--- src/rtl/rstc_pkg.sv ---
package rstc_pkg;

    localparam int REG_W = 16;

    localparam int B_POR  = 0;
    localparam int B_BOR  = 1;
    localparam int B_WDT  = 4;
    localparam int B_SWR  = 5;
    localparam int B_SWEN = 6;
    localparam int B_PIN  = 7;
    localparam int B_CFG  = 8;
    localparam int B_UWR  = 9;
    localparam int B_OPC  = 14;
    localparam int B_TRAP = 15;

    localparam logic [REG_W-1:0] POR_PATTERN = 16'h0003;
    localparam logic [REG_W-1:0] WR_MASK     = 16'hC3F3;

    typedef struct packed {
        logic trap;
        logic opc;
        logic uwr;
        logic cfg;
        logic pin;
        logic swr;
        logic wdt;
        logic bor;
        logic por;
    } rst_src_t;

    function automatic logic [REG_W-1:0] cause_mask(rst_src_t s);
        logic [REG_W-1:0] m;
        m         = '0;
        m[B_POR]  = s.por;
        m[B_BOR]  = s.bor;
        m[B_WDT]  = s.wdt;
        m[B_SWR]  = s.swr;
        m[B_PIN]  = s.pin;
        m[B_CFG]  = s.cfg;
        m[B_UWR]  = s.uwr;
        m[B_OPC]  = s.opc;
        m[B_TRAP] = s.trap;
        return m;
    endfunction

endpackage

--- src/rtl/rstc_por_sync.sv ---
module rstc_por_sync #(
    parameter int STAGES = 2
) (
    input  logic clk,
    input  logic por_async,
    output logic por_int
);
    logic [STAGES-1:0] sr;

    generate
        if (STAGES == 1) begin : g_one
            always_ff @(posedge clk or posedge por_async) begin
                if (por_async) sr <= 1'b1;
                else           sr <= 1'b0;
            end
        end else begin : g_chain
            always_ff @(posedge clk or posedge por_async) begin
                if (por_async) sr <= '1;
                else           sr <= {sr[STAGES-2:0], 1'b0};
            end
        end
    endgenerate

    assign por_int = sr[STAGES-1];
endmodule

--- src/rtl/rstc_pin_filter.sv ---
module rstc_pin_filter #(
    parameter int FILT_LEN = 4
) (
    input  logic clk,
    input  logic clr,
    input  logic pin_raw,
    output logic pin_ok
);
    localparam int CW = $clog2(FILT_LEN + 1);
    localparam logic [CW-1:0] FULL = CW'(FILT_LEN);

    logic [CW-1:0] run;

    always_ff @(posedge clk) begin
        if (clr || !pin_raw) run <= '0;
        else if (run != FULL) run <= run + 1'b1;
    end

    assign pin_ok = (run == FULL);
endmodule

--- src/rtl/rstc_stretch.sv ---
module rstc_stretch #(
    parameter int HOLD_CYC = 16
) (
    input  logic clk,
    input  logic trig,
    output logic hold_active
);
    localparam int CW = $clog2(HOLD_CYC + 1);
    localparam logic [CW-1:0] LOAD = CW'(HOLD_CYC);

    logic [CW-1:0] cnt;

    always_ff @(posedge clk) begin
        if (trig)          cnt <= LOAD;
        else if (cnt != 0) cnt <= cnt - 1'b1;
    end

    assign hold_active = (cnt != 0);
endmodule

--- src/rtl/rstc_cause_reg.sv ---
module rstc_cause_reg
    import rstc_pkg::*;
(
    input  logic             clk,
    input  logic             por_int,
    input  rst_src_t         src,
    input  logic             we,
    input  logic [REG_W-1:0] wdata,
    output logic [REG_W-1:0] rdata
);
    logic [REG_W-1:0] cur;
    logic [REG_W-1:0] nxt;

    always_comb begin
        nxt = we ? (wdata & WR_MASK) : cur;
        nxt = nxt | cause_mask(src);
    end

    always_ff @(posedge clk) begin
        if (por_int) cur <= POR_PATTERN;
        else         cur <= nxt;
    end

    assign rdata = cur;
endmodule

--- src/rtl/reset_cause_ctrl.sv ---
module reset_cause_ctrl
    import rstc_pkg::*;
#(
    parameter int FILT_LEN  = 4,
    parameter int HOLD_CYC  = 16,
    parameter int POR_STAGE = 2
) (
    input  logic        clk,
    input  logic        por_req,
    input  logic        pin_req,
    input  logic        swr_req,
    input  logic        wdt_req,
    input  logic        bor_req,
    input  logic        cfg_req,
    input  logic        trap_req,
    input  logic        opc_req,
    input  logic        uwr_req,
    input  logic        reg_we,
    input  logic [15:0] reg_wdata,
    output logic [15:0] reg_rdata,
    output logic        sys_rst
);
    logic       por_int;
    logic       pin_ok;
    logic       hold_active;
    logic       any_req;
    logic [6:0] lvl_src;
    rst_src_t   src;

    rstc_por_sync #(.STAGES(POR_STAGE)) u_por (
        .clk       (clk),
        .por_async (por_req),
        .por_int   (por_int)
    );

    rstc_pin_filter #(.FILT_LEN(FILT_LEN)) u_pin (
        .clk     (clk),
        .clr     (por_int),
        .pin_raw (pin_req),
        .pin_ok  (pin_ok)
    );

    assign lvl_src = {trap_req, opc_req, uwr_req, cfg_req, swr_req, wdt_req, bor_req};

    always_comb begin
        src      = '0;
        src.por  = por_int;
        src.pin  = pin_ok;
        src.bor  = lvl_src[0];
        src.wdt  = lvl_src[1];
        src.swr  = lvl_src[2];
        src.cfg  = lvl_src[3];
        src.uwr  = lvl_src[4];
        src.opc  = lvl_src[5];
        src.trap = lvl_src[6];
    end

    assign any_req = |src;

    rstc_stretch #(.HOLD_CYC(HOLD_CYC)) u_hold (
        .clk         (clk),
        .trig        (any_req),
        .hold_active (hold_active)
    );

    rstc_cause_reg u_cause (
        .clk     (clk),
        .por_int (por_int),
        .src     (src),
        .we      (reg_we),
        .wdata   (reg_wdata),
        .rdata   (reg_rdata)
    );

    assign sys_rst = por_int | any_req | hold_active;
endmodule

--- config.mk ---
export PLATFORM = sky130hd
export DESIGN_NAME = reset_cause_ctrl
export DESIGN_NICKNAME = d
export VERILOG_FILES = /design/src/rtl/rstc_pkg.sv /design/src/rtl/rstc_por_sync.sv /design/src/rtl/rstc_pin_filter.sv /design/src/rtl/rstc_stretch.sv /design/src/rtl/rstc_cause_reg.sv /design/src/rtl/reset_cause_ctrl.sv
export SDC_FILE = /design/constraint.sdc
export NUM_CORES = 1
export LEC_CHECK = 0
export ABC_CLOCK_PERIOD_IN_PS = 1800
export BUFFER_PORTS_ARGS = -buffer_cell sky130_fd_sc_hd__buf_2
export CAP_MARGIN = 20
export CORE_MARGIN = 3
export CORE_UTILIZATION = 43
export CTS_CLUSTER_SIZE = 12
export DETAILED_ROUTE_END_ITERATION = 8
export PLACE_DENSITY = 0.82
export SYNTH_ARGS = -nofsm -noshare
export SYNTH_HDL_FRONTEND = slang
export SYNTH_SLANG_ARGS = --single-unit
--- constraint.sdc ---
create_clock -name clk -period 1.8 [get_ports clk]
set_clock_uncertainty 0.05 [all_clocks]
set_input_delay 0.18 -clock clk [delete_from_list [all_inputs] [get_ports clk]]
set_output_delay 0.18 -clock clk [all_outputs]
set_load 0.03 [all_outputs]
# Word level (Yosys, flattened, before mapping)
# Index checks and enable logic that the tools add are counted.
word_totals:
  out_inout_bits: 17
  elab_cells: 16
  ff_bits: 26
  input_bits: 27
op_classes:
  bitwise_logic: 3
  reduce_logical: 4
  eq_ne: 2
  n_addsub: 2
  n_mux: 1
ops:
  columns: ["cell", "count"]
  rows:
  - ["16-bit two-way mux", 1]
  - ["16-bit OR", 1]
  - ["9-bit OR reduction", 1]
  - ["5-bit nonzero test", 1]
  - ["5-bit by 1-bit subtractor with 5-bit output, second input constant", 1]
  - ["3-bit by 1-bit adder with 3-bit output, second input constant", 1]
  - ["3-bit equality test, second input constant", 1]
  - ["3-bit != test, second input constant", 1]
  - ["1-bit OR", 2]
  - ["1-bit logical NOT", 1]
  - ["1-bit logical OR", 1]

# Depth between registers and ports, before layout
# Gate-level depths: netlist of the first run.
depth:
  word_depth: 4
  mapped_depth: 5
  ltp_nobuf: 5

# Hierarchy
# From an unflattened synthesis of the first run, not the netlist that was laid out.
hier_totals:
  cells_unflattened: 101
  area_unflattened_um2: 988.4
modules_own_cells:
  columns: ["module", "cells_per_inst", "seq_area_each_um2", "area_per_inst_um2", "n_inst"]
  rows:
  - ["rstc_cause_reg", 48, 200.2, 444.2, 1]
  - ["rstc_stretch", 26, 100.1, 281.5, 1]
  - ["rstc_pin_filter", 18, 60.1, 167.7, 1]
  - ["rstc_por_sync", 4, 52.6, 60.1, 1]
  - ["reset_cause_ctrl", 5, 0.0, 35.0, 1]

# Worst setup path before layout of the first run
# OpenSTA, ideal clock, no wires.
synth_path:
  path_type: "reg-to-output"
  start: "reg u_hold.cnt[0]"
  end: "out sys_rst"
  arrival_time_ps: 1438
  stages_incl_launch_ff: 5
  t_required_ps: 1570
  setup_slack_ps: 132
  n_path_buf: 0
  path_cell_list: "dfxtp_1 inv_1 ha_1 nor4b_1 nand4_1"
synth_via:
  elab_chain_len: 2
synth_rtl:
  columns: ["item", "line_no", "source"]
  rows:
  - ["start: declaration", "rstc_stretch.sv:11", "logic [CW-1:0] cnt;"]
  - ["start signal: assignment", "rstc_stretch.sv:15", "else if (cnt != 0) cnt <= cnt - 1'b1;"]
  - ["5-bit nonzero test", "rstc_stretch.sv:18", "assign hold_active = (cnt != 0);"]
  - ["1-bit OR", "reset_cause_ctrl.sv:75", "assign sys_rst = por_int | any_req | hold_active;"]
  - ["end: declaration", "reset_cause_ctrl.sv:21", "output logic sys_rst"]
# Every way passes these cells.

# Worst setup path after layout of the first run
layout_path:
  start: "reg u_por.sr[1]"
  end: "out sys_rst"
layout_via:
  elab_chain_len: 3
layout_rtl:
  columns: ["item", "line_no", "source"]
  rows:
  - ["start: declaration", "rstc_por_sync.sv:8", "logic [STAGES-1:0] sr;"]
  - ["start signal: assignment", "rstc_por_sync.sv:19", "else sr <= {sr[STAGES-2:0], 1'b0};"]
  - ["9-bit OR reduction", "reset_cause_ctrl.sv:58", "assign any_req = |src;"]
  - ["1-bit OR * (2 in series)", "reset_cause_ctrl.sv:75", null]
# Mark *: on every way between the ends. The rest lies on a longest branch, timed or not.

==> results of run 1 <==
## cell families after synthesis
group           count (synthesis)
mux                             3
flops                          20
simple gates                   40
other cells                     1
fa+ha+maj                       3
xor+xnor                        3
buf+inv                        13
compound gates                 11
## cell type report
cell class | count | area [um2] | area share (%)
clock buffer | 4 | 36.3 | 3.27
inverter | 5 | 18.8 | 1.69
multi-input combinational | 67 | 435 | 39.2
sequential | 20 | 413 | 37.2
tap | 25 | 31.3 | 2.82
timing repair buffer | 33 | 175 | 15.8
## worst max-delay path by stage
stage,startpoint,depth (start not counted),end
6_report,u_por.sr[1]$_DFF_PP1_,3,sys_rst
3_5_place_dp,u_hold.cnt[0]$_SDFFE_PP0P_,5,sys_rst
5_1_grt,u_hold.cnt[0]$_SDFFE_PP0P_,5,sys_rst
2_1_floorplan,u_hold.cnt[0]$_SDFFE_PP0P_,4,sys_rst
4_1_cts,u_hold.cnt[0]$_SDFFE_PP0P_,5,sys_rst
3_3_place_gp,u_hold.cnt[0]$_SDFFE_PP0P_,5,sys_rst
## power groups by stage
stage	Combinational, W	Clock (W)	Sequential [W]
6_report	0.000133	0.000252	0.000479
5_1_grt	0.000146	0.000278	0.000481
3_3_place_gp	0.000127	0	0.000487
3_5_place_dp	0.000130	0	0.000488
4_1_cts	0.000133	0.000262	0.000479
2_1_floorplan	0.0000673	0	0.000514
## cell usage in the layout (no fill, tap or decap), drive strengths merged, types with 3 or more instances in the layout
master / instances
inv: 5
ha: 3
dfxtp: 18
a211oi: 7
clkbuf: 4
nand2: 5
nor2: 15
buf: 32
conb: 7
mux2i: 3
nor2b: 7
xnor2: 3
nor3: 5
## metrics by stage
stage	TNS, ps	cells	setup WS [ps]	hold WS (ps)	utilization (%)
3_5_place_dp	0	149	312	155	56.6
4_1_cts	0	154	56.3	29.8	59.5
6_report	0	154	82.8	36.1	61.0
2_1_floorplan	0	100	132	41.5	-
3_3_place_gp	0	149	326	149	56.6
5_1_grt	-43.3	154	-43.3	22.2	61.0
## layer usage
layer	up-vias	wire length, um	GRT usage (%)
met1	348	741	18.5
met3	2	106	6.12
li1	376	-	-
met2	30	970	26.6
met4	0	12	2.69
met5	-	0	0
## what timing repair did
| action | in CTS | in global routing |
|---|---|---|
| endpoints found under the setup margin | 1 | 1 |
| pin swaps | 0 | 1 |
| endpoints found under the hold margin | 2 | 0 |
| setup buffers | 0 | 0 |
| gates resized for setup | 1 | 6 |
| hold buffers | 1 | 0 |
## state kept, by name, indices dropped and copies added (netlist names)
name	count
u_hold.cnt	5
u_cause.rdata	10
u_por.sr	2
u_pin.run	3
## worst reg2reg max path: stages, from the launching register on
cell and delay, ps:
dfxtp_1 340, inv_1 120, ha_4 170, or4b_4 480, nor2_1 130, nor3_1 60
==> impl_metrics.toml, run 1 <==
[synthesis]
synth_warnings = 0
muxShareOfSynthArea_pct = 3.46
synth-edff-count = 0
synth_seq_area_share_pct = 47.6
yosys.cell_types.count = 25
synthDominantCellAreaShare_pct = 41.5
async_reset_ff_share_pct = 10.0
syn_avg_cell_area_um2 = 9.24
yosys-top-cells-area = "dfxtp_1, nor2_1, dfstp_2"
synthTopCellsByCount = "dfxtp_1, nor2_1, nor2b_1"
synth-simple-area-share_pct = 23.2
synthAdderAreaFrac_pct = 4.32
synthXorXnorAreaFrac_pct = 3.03
syn_inst = 94
synth_top_family_by_area = "simple AND/OR/NAND/NOR gates"
yosysMostFrequentCell = "dfxtp_1"
netlist_area_um2 = 868
synth_area_leader_cell = "dfxtp_1"
synth_compound_area_share_pct = 9.65
ys_ff_latch = 20
synth_ff_type = "dfxtp_1"

[die]
placementRows = 15
coreArea_um2 = 1820
die_area_um2 = 2590
die_w_um = 50.9
initial_utilization_pct = 47.7
dieHeight_um = 50.9
num_io_pins = 44

[placed_design]
io_buffer_count = 31
place_area_um2 = 1030
place.gp.congestion = 0.664
hpwl_um = 1380

[worst_hold_path]
hold_start = "reg_wdata[0]"
min_to = "u_cause.rdata[0]$_SDFF_PP1_"
min_path_type = "in2reg"
min_path_cells = 2

[routing]
wl_per_cell_um = 11.9
drt-initial-drc-count = 12
ant_nets = 0
via_per_inst = 4.91
drt_wl_total_um = 1830
dr.pass1.iters = 4
vias = 756
drc_errors = 0

[clock_network]
ctsLongestPathBuffers = 2
cts_tree = "done"
cts_root_buf = "clkbuf_4"
h-tree-depth = 1
clock_latency_ps = 290
cts_buffers = 3
cts.clk_slew.worst_paths_ps = 100
cts.sinks = 20

[finish]
n_antenna_cell = 0
n_fill_cell = 173
nets = 160
design_area_um2 = 1110
area_growth_pct = 27.8
drive_gt1_share_pct = 33.3

[worst_setup_path]
worst-path-max-fanout = 12
r2r_start = "u_hold.cnt[0]$_SDFFE_PP0P_"
cp.required_ps = 1570
arrival_ps = 1490
start_kind = "register"
r2r_cells = 5
worstPathCellList = "nor4_1, nand4_1, buf_4"
crit_slowest_cell = "dfstp_2"
r2r_end = "u_hold.cnt[0]$_SDFFE_PP0P_"
end_kind = "output port"
r2r_setup_slack_ps = 340
worstSetupPathType = "reg2out"
cp_slowest_stage_delay_ps = 450
critical_path.top_delay_family = "simple AND/OR/NAND/NOR gates"
timing.critical_path.buf_inv = 1

[sta]
finalCritPeriodShare_pct = 95.4
hold_viol_final = 0
fmax_ghz = 0.582
drv_slew = 0
finalSetupViolations = 0
fin_crit_ps = 1720

[flow_run]
max_cap_viol_count = 0

[power_and_ir_drop]
seqPwrFrac_pct = 55.4
pwr-share-comb_pct = 15.4
intPower_w = 0.000638
switching_share_pct = 26.3
leakagePower_nw = 0.508
p_sw_w = 0.000227
pwr-share-clk_pct = 29.2
finalPower_w = 0.000864
peakVddDrop_uv = 637
power_density_nw_per_um2 = 779

[status]
run_status = "completed"

[global_route]
grt_max_degree = 18
grt_pass1_wl_um = 3020
grt_usage_pct = 15.6
grt.overflow.total = 0
grt_pass1_vias = 711
antenna_found_initial = 0
Power figures use the tool's default switching activity.
==> inputs of run 2 (changes only) <==
ABC_CLOCK_PERIOD_IN_PS = 2000   (was 1800)
CAP_MARGIN = not set   (was 20)
CORE_UTILIZATION = 45   (was 43)
PLACE_DENSITY = 0.85   (was 0.82)
clock period = 2 ns   (was 1.8 ns; I/O delays follow)
==> run 2 against run 1 <==
Critical path depth is 2 higher. Sequential power decreased by 10%. Power shrank 9.8%. Sequential share of layout area is 0.90 points higher. Design area decreased by 2.4%. Largest power group unchanged.
==> impl_metrics.toml, run 2 (synthesized netlist as in run 1, its figures left out) <==
[status]
run_status = "completed"

[worst_setup_path]
r2r_start = "u_hold.cnt[0]$_SDFFE_PP0P_"
arrival_ps = 1540
start_kind = "register"
worst-path-max-fanout = 4
r2r_setup_slack_ps = 530
end_kind = "output port"
crit_start = "u_hold.cnt[0]$_SDFFE_PP0P_"
worstSetupPathType = "reg2out"
cp.required_ps = 1750

[sta]
finalSetupViolations = 0
finalCritPeriodShare_pct = 89.5
drv_slew = 0
fmax_ghz = 0.558
fin_crit_ps = 1790
hold_viol_final = 0
rsz0062_at_grt = "no"
tns_ps = 0
fin_hold_ws_ps = 48.4

[power_and_ir_drop]
intPower_w = 0.000573
peakVddDrop_uv = 463
pwr-share-comb_pct = 15.1
power_density_nw_per_um2 = 719
leakagePower_nw = 0.497
seqPwrFrac_pct = 55.2
p_sw_w = 0.000206
switching_share_pct = 26.4
pwr-share-clk_pct = 29.7

[die]
initial_utilization_pct = 48.7
dieHeight_um = 49.9
coreArea_um2 = 1780
num_io_pins = 44
die_w_um = 49.9
placementRows = 15
die_area_um2 = 2490

[finish]
drive_gt1_share_pct = 31.8
area_growth_pct = 24.8
final_common_cell = "buf_2"
final_cell_mix = "buf_2, dfxtp_1, nor2_1, nor2b_1, conb_1"
largest_register_ffs = 10
fin_cells = 154
n_antenna_cell = 0
nets = 160

[clock_network]
cts_tree = "done"
cts.sinks = 20
ctsLongestPathBuffers = 2
cts.clk_slew.worst_paths_ps = 110
clock_latency_ps = 300
h-tree-depth = 1
cts_buffers = 3
cts_root_buf = "clkbuf_4"

[placed_design]
io_buffer_count = 31
place.gp.congestion = 0.769
hpwl_um = 1370
dp_cells = 149

[global_route]
grt_pass1_wl_um = 2950
met3_usage_pct = 3.02
grt_max_degree = 18
grt.overflow.total = 0
antenna_found_initial = 0
grt_pass1_vias = 729
grt_use_met2_pct = 28.4
busiest_layer = "met2"
grt_usage_pct = 15.4
grt_util_met1_pct = 16.8

[routing]
drc_errors = 0
vias = 735
dr.pass1.iters = 4
drt_wl_total_um = 1730
ant_nets = 0
wl_per_cell_um = 11.2
drt-initial-drc-count = 14
via_per_inst = 4.77

[worst_hold_path]
min_path_type = "in2reg"
hold_start = "bor_req"

[flow_run]
max_cap_viol_count = 0
==> run 2: cell counts in the layout (fill, tap and decap cells not counted) <==
No cell type changed its count.
==> run 2: final timing paths <==
path	depth (start not counted)	to
setup / recovery	5	sys_rst
hold / removal	3	u_cause.rdata[1]$_SDFF_PP1_
setup reg to reg	5	u_hold.cnt[1]$_SDFFE_PP0P_
hold reg to reg	0	u_por.sr[1]$_DFF_PP1_
max in group asynchronous	3	u_por.sr[1]$_DFF_PP1_
min in group asynchronous	3	u_por.sr[0]$_DFF_PP1_
==> run 2: what timing repair did <==
item | 4_1_cts | 5_1_grt
endpoints found under the setup margin | 0 | 1
endpoints found under the hold margin | 2 | 0
gates resized for setup | 0 | 1
hold buffers | 1 | 0
buffers inserted | 0 | 0
==> run 2: area by class of cell <==
| type | count | area, um2 |
|---|---|---|
| clock buffer | 4 | 36.3 |
| inverter | 5 | 18.8 |
| fill | 180 | 699 |
| multi-input combinational | 67 | 412 |
| tap | 25 | 31.3 |
| sequential | 20 | 413 |
| timing repair buffer | 33 | 173 |
==> run 2: routing by layer <==
layer / part of all wire (%) / up-vias
met5: 0 / -
met1: 42 / 330
met3: 6.8 / 2
li1: - / 373
met4: 0.81 / 0
met2: 51 / 30
==> run 2: metrics by stage <==
stage	cell area (um2)	setup slack [ps]	power (W)	util [%]
2_1_floorplan	891	312	0.000523	-
3_3_place_gp	1030	492	0.000552	57.8
3_5_place_dp	1030	406	0.000556	57.8
4_1_cts	1080	62.4	0.000791	60.4
5_1_grt	1080	33.9	0.000822	60.8
6_report	1080	209	0.000779	60.8
==> run 2: worst max-delay path: stages (launching register included) <==
cell and delay [ps]:
dfxtp_1 340, inv_1 80, ha_1 230, nor4b_2 280
nand4_1 120, buf_2 200
==> run 2: power groups by stage <==
stage / combinational [W] / sequential [W] / clock, W
2_1_floorplan: 0.0000605 / 0.000463 / 0
3_3_place_gp: 0.000114 / 0.000438 / 0
3_5_place_dp: 0.000117 / 0.000439 / 0
4_1_cts: 0.000119 / 0.000430 / 0.000242
5_1_grt: 0.000128 / 0.000433 / 0.000260
6_report: 0.000118 / 0.000430 / 0.000231
==> inputs of run 3 (changes only) <==
PLACE_DENSITY = not set   (was 0.85)
PLACE_DENSITY_LB_ADDON = 0.05   (was not set)
==> run 3 against run 2 <==
Combinational power about the same. Maximum frequency down 0.13%. Cell count stayed put. Via count is 0.68% higher. Core utilization did not move. Non-clock buffer count unchanged. Die area stayed put. Register-to-register slack is essentially flat. Global-route usage is 1.1 points lower. Hold slack improved by 3.2 ps. Design area did not move. Largest power group unchanged.
==> impl_metrics.toml, run 3 (synthesized netlist as in run 1, its figures left out) <==
[die]
die_area_um2 = 2490
dieHeight_um = 49.9
die_w_um = 49.9
num_io_pins = 44
placementRows = 15
coreArea_um2 = 1780
initial_utilization_pct = 48.7

[clock_network]
cts_root_buf = "clkbuf_4"
cts_tree = "done"
h-tree-depth = 1
ctsLongestPathBuffers = 2
cts.sinks = 20
cts_buffers = 3
clock_latency_ps = 290
cts_setup_buffers = 0
cts.clk_slew.worst_paths_ps = 110

[sta]
fmax_ghz = 0.558
tns_ps = 0
fin_crit_ps = 1790
rsz0062_at_grt = "no"
timing.final.ws_setup_ps = 207
drv_slew = 0
hold_viol_final = 0
finalSetupViolations = 0
finalCritPeriodShare_pct = 89.7

[routing]
dr.pass1.iters = 4
drt_wl_total_um = 1690
drt-initial-drc-count = 6
wl_per_cell_um = 10.9
drc_errors = 0
vias = 740
via_per_inst = 4.81
ant_nets = 0

[power_and_ir_drop]
leakagePower_nw = 0.497
peakVddDrop_uv = 568
power_density_nw_per_um2 = 720

[finish]
final_common_cell = "buf_2"
largest_register_ffs = 10
n_fill_cell = 173
final_util_pct = 60.8
nets = 160
drive_gt1_share_pct = 31.8
n_antenna_cell = 0
final_cell_mix = "buf_2, dfxtp_1, nor2_1, nor2b_1, conb_1"
area_growth_pct = 24.8

[worst_setup_path]
r2r_start = "u_hold.cnt[0]$_SDFFE_PP0P_"
worstSetupPathType = "reg2out"
arrival_ps = 1540
r2r_cells = 5
start_kind = "register"
end_kind = "output port"
r2r_setup_slack_ps = 530
r2r_end = "u_hold.cnt[1]$_SDFFE_PP0P_"
cp.required_ps = 1750
worst-path-max-fanout = 4

[flow_run]
max_cap_viol_count = 0

[global_route]
grt_pass1_vias = 697
grt_max_degree = 18
antenna_found_initial = 0
grt_usage_pct = 14.4
grt_pass1_wl_um = 2770
grt.overflow.total = 0

[placed_design]
place.gp.congestion = 0.739
hpwl_um = 1330
io_buffer_count = 31
dp_slack_ps = 426

[worst_hold_path]
min_to = "u_cause.rdata[0]$_SDFF_PP1_"
hold_start = "reg_wdata[0]"
min_path_type = "in2reg"
min_path_cells = 2

[status]
run_status = "completed"
## run 3: worst max-delay path by stage
stage | startpoint | endpoint | slack, ps
after CTS | u_hold.cnt[0]$_SDFFE_PP0P_ | sys_rst | 80
after global routing | u_hold.cnt[0]$_SDFFE_PP0P_ | sys_rst | 50
after global placement | u_hold.cnt[0]$_SDFFE_PP0P_ | sys_rst | 490
after detailed placement | u_hold.cnt[0]$_SDFFE_PP0P_ | sys_rst | 430
final | u_hold.cnt[0]$_SDFFE_PP0P_ | sys_rst | 210
after floorplan | u_hold.cnt[0]$_SDFFE_PP0P_ | sys_rst | 310
## run 3: final cells by class
cell class                 instances  area [um2]  share of cell area [%]
inverter                           5        18.8                    1.73
timing repair buffer              33         173                    15.9
tap                               25        31.3                    2.89
multi-input combinational         67         412                    38.0
sequential                        20         413                    38.1
clock buffer                       4        36.3                    3.35
## run 3: routing by layer
layer	global-route usage, %	share of wire [%]	vias up
met5	0	0	-
met4	6.91	0.53	0
met3	2.72	4.6	2
met2	22.9	51	21
met1	18.5	44	340
li1	-	-	377
## run 3: power breakdown
group / leakage, nW / internal (W) / switching (W) / total (W)
clock network: 0.0210 / 0.000111 / 0.000121 / 0.000232
registers: 0.169 / 0.000419 / 0.0000117 / 0.000430
logic: 0.307 / 0.0000437 / 0.0000743 / 0.000118
total: 0.497 / 0.000573 / 0.000207 / 0.000780
## run 3: timing repair
action / in CTS / in global routing
endpoints found under the setup margin: 0 / 1
hold buffers: 1 / 0
hold endpoints to repair: 2 / 0
resized for setup: 0 / 1
## run 3: stage by stage
stage | std cells | area, um2 | hold WS (ps) | total power, W
floorplan | 100 | 891 | 61.5 | 0.000523
global placement | 149 | 1030 | 170 | 0.000553
detailed placement | 149 | 1030 | 179 | 0.000556
CTS | 154 | 1080 | 44.6 | 0.000789
global route | 154 | 1080 | 46.3 | 0.000819
finish | 154 | 1080 | 51.6 | 0.000780
## run 3: critical path, stage by stage (launching register included)
cell and delay [ps]:
dfxtp_1 340, inv_1 70, ha_1 230, nor4b_2 260, nand4_1 140, buf_2 210
